$ cat config.mk
export PLATFORM = sky130hd
export DESIGN_NAME = pio_lvlint_ctrl
export DESIGN_NICKNAME = d
export VERILOG_FILES = /design/src/rtl/pio_lvlint_pkg.sv /design/src/rtl/pio_sync.sv /design/src/rtl/pio_port_regs.sv /design/src/rtl/pio_irq_unit.sv /design/src/rtl/pio_lvlint_ctrl.sv
export SDC_FILE = /design/constraint.sdc
export NUM_CORES = 1
export LEC_CHECK = 0
export ABC_AREA = 1
export ABC_CLOCK_PERIOD_IN_PS = 1900
export BUFFER_PORTS_ARGS = -buffer_cell sky130_fd_sc_hd__buf_4
export CAP_MARGIN = 10
export CORE_MARGIN = 2
export CORE_UTILIZATION = 40
export DETAILED_ROUTE_END_ITERATION = 7
export PLACE_DENSITY_LB_ADDON = 0.12
export SLEW_MARGIN = 10
export SYNTH_ARGS = -nofsm -noshare
export SYNTH_HDL_FRONTEND = slang
export SYNTH_SLANG_ARGS = --single-unit
export TNS_END_PERCENT = 20
$ cat constraint.sdc
create_clock -name clk -period 1.9 [get_ports clk]
set_input_delay 0.38 -clock clk [delete_from_list [all_inputs] [get_ports clk]]
set_output_delay 0.38 -clock clk [all_outputs]
set_load 0.01 [all_outputs]
$ cat src/rtl/pio_lvlint_pkg.sv
package pio_lvlint_pkg;

  localparam int OFS_W = 5;

  // port window (req_win = 0)
  localparam logic [OFS_W-1:0] PW_DIR  = 5'h04;
  localparam logic [OFS_W-1:0] PW_DATA = 5'h08;
  localparam logic [OFS_W-1:0] PW_POL  = 5'h0C;
  localparam logic [OFS_W-1:0] PW_STAT = 5'h10;

  // interrupt window (req_win = 1)
  localparam logic [OFS_W-1:0] IW_PEND = 5'h00;
  localparam logic [OFS_W-1:0] IW_MASK = 5'h08;

  typedef enum logic [2:0] {
    SEL_NONE, SEL_DIR, SEL_DATA, SEL_POL, SEL_STAT, SEL_PEND, SEL_MASK
  } pio_sel_e;

  function automatic pio_sel_e pio_decode(input logic win, input logic [OFS_W-1:0] ofs);
    pio_sel_e s;
    s = SEL_NONE;
    if (!win) begin
      case (ofs)
        PW_DIR:  s = SEL_DIR;
        PW_DATA: s = SEL_DATA;
        PW_POL:  s = SEL_POL;
        PW_STAT: s = SEL_STAT;
        default: s = SEL_NONE;
      endcase
    end else begin
      case (ofs)
        IW_PEND: s = SEL_PEND;
        IW_MASK: s = SEL_MASK;
        default: s = SEL_NONE;
      endcase
    end
    return s;
  endfunction

endpackage

$ cat src/rtl/pio_sync.sv
module pio_sync #(
  parameter int N      = 32,
  parameter int STAGES = 2
) (
  input  logic         clk,
  input  logic         rst_n,
  input  logic [N-1:0] d,
  output logic [N-1:0] q
);
  logic [STAGES-1:0][N-1:0] chain;

  generate
    if (STAGES == 1) begin : g_single
      always_ff @(posedge clk or negedge rst_n) begin
        if (!rst_n) chain <= '1;
        else        chain <= d;
      end
    end else begin : g_multi
      always_ff @(posedge clk or negedge rst_n) begin
        if (!rst_n) chain <= '1;
        else        chain <= {chain[STAGES-2:0], d};
      end
    end
  endgenerate

  assign q = chain[STAGES-1];
endmodule

$ cat src/rtl/pio_port_regs.sv
module pio_port_regs #(
  parameter int N = 32
) (
  input  logic         clk,
  input  logic         rst_n,
  input  logic         wr_dir,
  input  logic         wr_data,
  input  logic         wr_pol,
  input  logic [N-1:0] wdata,
  input  logic [N-1:0] sync_in,
  output logic [N-1:0] dir_q,
  output logic [N-1:0] out_q,
  output logic [N-1:0] pol_q,
  output logic [N-1:0] data_rd
);
  // per-line pick between driven value and sampled pin
  function automatic logic [N-1:0] line_view(input logic [N-1:0] dir,
                                             input logic [N-1:0] drv,
                                             input logic [N-1:0] smp);
    return (dir & drv) | (~dir & smp);
  endfunction

  always_ff @(posedge clk or negedge rst_n) begin
    if (!rst_n) begin
      dir_q <= '0;
      out_q <= '0;
      pol_q <= '0;
    end else begin
      if (wr_dir)  dir_q <= wdata;
      if (wr_data) out_q <= wdata;
      if (wr_pol)  pol_q <= wdata;
    end
  end

  assign data_rd = line_view(dir_q, out_q, sync_in);
endmodule

$ cat src/rtl/pio_irq_unit.sv
module pio_irq_unit #(
  parameter int N = 32
) (
  input  logic         clk,
  input  logic         rst_n,
  input  logic [N-1:0] sync_in,
  input  logic [N-1:0] pol,
  input  logic         wr_stat,
  input  logic         wr_mask,
  input  logic [N-1:0] wdata,
  output logic [N-1:0] hit,
  output logic [N-1:0] status_q,
  output logic [N-1:0] mask_q,
  output logic         irq_q
);
  // a line is active when its sampled level equals its polarity bit
  function automatic logic [N-1:0] level_hit(input logic [N-1:0] lvl,
                                             input logic [N-1:0] p);
    return ~(lvl ^ p);
  endfunction

  function automatic logic any_open(input logic [N-1:0] st,
                                    input logic [N-1:0] m);
    return |(st & ~m);
  endfunction

  logic [N-1:0] keep;

  assign hit  = level_hit(sync_in, pol);
  assign keep = wr_stat ? wdata : '1;

  always_ff @(posedge clk or negedge rst_n) begin
    if (!rst_n) begin
      status_q <= '0;
      mask_q   <= '1;
      irq_q    <= 1'b0;
    end else begin
      status_q <= (status_q & keep) | hit;
      if (wr_mask) mask_q <= wdata;
      irq_q <= any_open(status_q, mask_q);
    end
  end
endmodule

$ cat src/rtl/pio_lvlint_ctrl.sv
module pio_lvlint_ctrl
  import pio_lvlint_pkg::*;
#(
  parameter int NUM_LINES   = 32,
  parameter int DATA_W      = 32,
  parameter int SYNC_STAGES = 2
) (
  input  logic                 clk,
  input  logic                 rst_n,
  input  logic                 req_valid,
  input  logic                 req_write,
  input  logic                 req_win,
  input  logic [OFS_W-1:0]     req_ofs,
  input  logic [DATA_W-1:0]    req_wdata,
  output logic [DATA_W-1:0]    rsp_rdata,
  input  logic [NUM_LINES-1:0] pin_in,
  output logic [NUM_LINES-1:0] pin_out,
  output logic [NUM_LINES-1:0] pin_oe,
  output logic                 irq_out
);
  localparam int N = NUM_LINES;

  pio_sel_e     sel;
  logic         wr_en, rd_en;
  logic         dir_wr, data_wr, pol_wr, stat_wr, mask_wr;
  logic [N-1:0] wd;
  logic [N-1:0] sync_lvl;
  logic [N-1:0] dir_vec, out_vec, pol_vec, data_view;
  logic [N-1:0] hit_vec, status_vec, mask_vec;
  logic [N-1:0] rd_sel;

  assign sel     = pio_decode(req_win, req_ofs);
  assign wr_en   = req_valid & req_write;
  assign rd_en   = req_valid & ~req_write;
  assign dir_wr  = wr_en & (sel == SEL_DIR);
  assign data_wr = wr_en & (sel == SEL_DATA);
  assign pol_wr  = wr_en & (sel == SEL_POL);
  assign stat_wr = wr_en & (sel == SEL_STAT);
  assign mask_wr = wr_en & (sel == SEL_MASK);
  assign wd      = req_wdata[N-1:0];

  pio_sync #(.N(N), .STAGES(SYNC_STAGES)) u_sync (
    .clk(clk), .rst_n(rst_n), .d(pin_in), .q(sync_lvl)
  );

  pio_port_regs #(.N(N)) u_port (
    .clk(clk), .rst_n(rst_n),
    .wr_dir(dir_wr), .wr_data(data_wr), .wr_pol(pol_wr),
    .wdata(wd), .sync_in(sync_lvl),
    .dir_q(dir_vec), .out_q(out_vec), .pol_q(pol_vec), .data_rd(data_view)
  );

  pio_irq_unit #(.N(N)) u_irq (
    .clk(clk), .rst_n(rst_n),
    .sync_in(sync_lvl), .pol(pol_vec),
    .wr_stat(stat_wr), .wr_mask(mask_wr), .wdata(wd),
    .hit(hit_vec), .status_q(status_vec), .mask_q(mask_vec), .irq_q(irq_out)
  );

  always_comb begin
    case (sel)
      SEL_DIR:  rd_sel = dir_vec;
      SEL_DATA: rd_sel = data_view;
      SEL_POL:  rd_sel = pol_vec;
      SEL_STAT: rd_sel = status_vec;
      SEL_PEND: rd_sel = status_vec;
      SEL_MASK: rd_sel = mask_vec;
      default:  rd_sel = '0;
    endcase
  end

  always_comb begin
    rsp_rdata = '0;
    if (rd_en) rsp_rdata[N-1:0] = rd_sel;
  end

  assign pin_out = out_vec;
  assign pin_oe  = dir_vec;
endmodule

==> results by group <==
STA
  • Final-report hold violation count: 0
  • Worst-Margin Slew: 0.488 ns
  • Final worst setup slack: -0.311 ns
  • Finish-stage setup viols: 32
  • Unrepaired setup endpoints after global routing: true
  • Post-route fraction of the period consumed by the critical path: 116%
  • Number of max-slew violations in the final report: 0
  • Final period demand of the worst path: 2.21 ns
  • Worst slew margin relative to its limit: 67.1%
  • Upper clock frequency limit: 452 MHz
  • Max Clock Skew: 0.00907 ns
  • Final-layout worst hold slack: around 0.087 ns
  • Setup tns final: -7.45 ns

Synth
  • Proportion of register bits with asynchronous set or reset after synthesis: 100%
  • Mapped Area: 10000 um2
  • Post-synth top flop: sky130_fd_sc_hd__dfrtp_1
  • Number of storage elements in the synthesis netlist: 225
  • Synth top area cells: sky130_fd_sc_hd__dfrtp_1 (32%), sky130_fd_sc_hd__dfstp_2 (25%), sky130_fd_sc_hd__nor2_1 (8.7%)
  • EDFF count, synth: 0
  • Library cell with the largest summed area after synthesis: sky130_fd_sc_hd__dfrtp_1
  • Proportion of synthesized chip area in sequential cells: 57.4%
  • Fraction of post-synthesis cell area in the top cell type by area: about 32%
  • Average instance area after synthesis: approximately 8.5 um2
  • Synthesized netlist net count: between 1000 and 1500
  • Warnings from Yosys: 0
  • Number of instances in the synthesized netlist: 1174
  • Count of different cell masters after synthesis: 23

Detailed routing
  • DRC errors left: 0
  • Overall routed net length: 28400 um
  • Via Count: ~8400
  • Initial DRT Pass Iterations: 5
  • Per-cell via count in the routed design: 4.80
  • Detailed Route Iter0 Violations: 529
  • Antenna violation net count after detailed routing: 0
  • Per-cell routed wire length: between 15 and 20 um

Clocking
  • Buffer depth of the longest clock path: 3
  • TritonCTS clock tree: built
  • Number of levels the H-tree was split into: 1
  • Number of buffers created by CTS: 26
  • Clock insertion delay at the later pin of the skew report: around 0.52 ns
  • Reg clk slew, reported paths: 0.06 ns
  • Clock tree sinks: 225
  • CTS root buf: sky130_fd_sc_hd__clkbuf_16

Placement
  • Total placed cells including tap cells: 1661
  • Worst Setup Slack post-DPL: -0.332 ns
  • Port Buffer Count: 170
  • Placed wire-length estimate after detailed placement: 18600 um
  • Final Wtd Congestion: 0.779

Floorplan
  • Standard cell core area: 24500 um2
  • Row count: 57
  • Starting density of the core: around two fifths
  • Die Area: 26300 um2
  • Horizontal die dimension: 162 um
  • IO Count: 171
  • Y dimension of the die: 162 um

Global route
  • Vias in the first global route: 8384
  • Wire length of the first global-routing pass: around 45000 um
  • Total track usage: a little over a fifth
  • Initial antenna violation count: 0
  • Pin count of the biggest net entering global routing: 69
  • Grt total ovfl: 0

Run status
  • Failing checks: setup timing
  • Result of the run: finished with violations

Power and ir drop
  • Worst supply voltage drop on vdd: 628 uV
  • Pwr/cell area: between 900 and 1000 nW/um2
  • Leakage dissipation: 0.00634 uW

Layout
  • Post-layout nets: 1487
  • Number of antenna cells inserted: 0
  • Share of final-layout standard cells stronger than drive strength 1: 30.1%
  • Filler cell count in the final layout: ~2300
  • Final standard cell count with taps included and fillers excluded: 1757
  • Area growth from synthesis to final layout: 35.7%

Setup path
  • Data arrival time of the critical path: 1.83 ns
  • Critical path startpoint category: input pin
  • Data required time at the worst endpoint: around 1.5 ns
  • Kind of end point of the critical path: output pin
  • Maximum fanout along the worst path: 12
  • Category of the critical setup timing path: in2out

Min path
  • Class of the tightest hold or removal check: in2reg

Job
  • Count of maximum capacitance violations: 0
## layout make-up
cell class	instances	area [um2]	area share, %
inverters	137	514	3.78
well taps	324	405	2.98
multi-input cells	760	3740	27.5
clock buffers	43	785	5.77
clock inverters	5	66.3	0.488
flip-flops and latches	225	5750	42.3
repair buffers	263	2330	17.1
## per-layer routing
layer  track usage, %  vias up  wire length [um]
met5                0        -                 0
met4             5.67        0               585
li1                 -     4197                 -
met2             34.5      203             13000
met3             3.19       39              1390
met1             31.3     3994             13400
## kinds of logic after synthesis
logic type	share of synthesized area, %
buffers and inverters	7.32
XOR/XNOR	2.80
AND/OR/NAND/NOR	20.9
AO/OA/AOI/OAI	11.6
flip-flops	57.4
## cells in the final DEF, fill, tap and decap left out, types with 33 or more instances in the layout
| master | count |
|---|---|
| sky130_fd_sc_hd__o21ai_0 | 86 |
| sky130_fd_sc_hd__nor2_1 | 211 |
| sky130_fd_sc_hd__nand2_1 | 200 |
| sky130_fd_sc_hd__dfrtp_1 | 128 |
| sky130_fd_sc_hd__inv_1 | 132 |
| sky130_fd_sc_hd__dfstp_2 | 96 |
| sky130_fd_sc_hd__dlygate4sd3_1 | 33 |
| sky130_fd_sc_hd__o21ai_1 | 43 |
| sky130_fd_sc_hd__buf_4 | 201 |
| sky130_fd_sc_hd__a21oi_1 | 34 |
| sky130_fd_sc_hd__nand4_1 | 34 |
## cells in the mapped netlist (2+ instances only)
| library cell | n |
|---|---|
| sky130_fd_sc_hd__nor2_1 | 233 |
| sky130_fd_sc_hd__nand2_1 | 206 |
| sky130_fd_sc_hd__inv_1 | 134 |
| sky130_fd_sc_hd__dfrtp_1 | 129 |
| sky130_fd_sc_hd__dfstp_2 | 96 |
| sky130_fd_sc_hd__o21ai_0 | 86 |
| sky130_fd_sc_hd__o21ai_1 | 43 |
| sky130_fd_sc_hd__nand3_1 | 37 |
| sky130_fd_sc_hd__a21oi_1 | 34 |
| sky130_fd_sc_hd__nand4_1 | 34 |
| sky130_fd_sc_hd__a21boi_0 | 32 |
| sky130_fd_sc_hd__xor2_1 | 32 |
| sky130_fd_sc_hd__clkbuf_1 | 31 |
| sky130_fd_sc_hd__buf_2 | 19 |
| sky130_fd_sc_hd__o22ai_1 | 13 |
| sky130_fd_sc_hd__inv_2 | 3 |
| sky130_fd_sc_hd__nor2_2 | 3 |
| sky130_fd_sc_hd__buf_1 | 2 |
| sky130_fd_sc_hd__nor4_1 | 2 |
| sky130_fd_sc_hd__o211ai_1 | 2 |
## per-stage QoR
stage	utilization [%]	power, uW	area, um2
3_3_place_gp	49.3	7700	12000
3_5_place_dp	49.3	7710	12000
2_1_floorplan	-	6630	10000
4_1_cts	54.7	12900	13400
5_1_grt	55.6	13400	13600
6_report	55.6	12800	13600
## report_power, final
part / internal, uW / switching, uW / leakage [uW]
Sequential: 5350 / 366 / 0.00254
Combinational: 1040 / 1120 / 0.00339
Clock: 2950 / 1960 / 0.000408
## registers in the layout (all words and copies together), names as in the netlist
register        cells
u_irq.mask_q       32
u_irq.status_q     32
u_port.dir_q       32
u_port.out_q       32
u_port.pol_q       32
u_sync.chain       32
u_sync.q           32
u_irq.irq_q         1
## worst max-delay path, cell delays in order
cell,delay [ns]
sky130_fd_sc_hd__buf_6,0.10
sky130_fd_sc_hd__nor2_4,0.20
sky130_fd_sc_hd__buf_6,0.13
sky130_fd_sc_hd__nand4_1,0.12
sky130_fd_sc_hd__buf_6,0.17
sky130_fd_sc_hd__clkbuf_16,0.18
sky130_fd_sc_hd__nor2_1,0.10
sky130_fd_sc_hd__nor2_1,0.05
sky130_fd_sc_hd__nand3_1,0.10
sky130_fd_sc_hd__nor2_1,0.05
sky130_fd_sc_hd__nor2_1,0.10
sky130_fd_sc_hd__buf_4,0.13
## timing repair
| item | CTS | global route |
|---|---|---|
| hold endpoints to repair | 163 | 0 |
| setup buffers | 8 | 5 |
| gates cloned | 0 | 2 |
| pin swaps | 11 | 11 |
| gates resized for setup | 60 | 38 |
| hold buffers | 33 | 0 |
| setup endpoints to repair | 32 | 32 |
## path summary, 6_finish.rpt
kind	end	slack, ns	from	cells past startpoint
min reg2reg	u_sync.q[21]$_DFF_PN1_	0.35	u_sync.chain[21]$_DFF_PN1_	0
max reg2reg	u_irq.irq_q$_DFF_PN0_	0.47	u_irq.mask_q[23]$_DFFE_PN1P_	5
min	u_port.dir_q[22]$_DFFE_PN0P_	0.09	req_wdata[22]	3
max in group asynchronous	u_irq.mask_q[4]$_DFFE_PN1P_	1.00	rst_n	3
max	rsp_rdata[6]	-0.31	req_ofs[0]	12
min in group asynchronous	u_irq.status_q[25]$_DFF_PN0_	0.27	rst_n	2
Note: power is estimated with default switching activity, not from simulation.
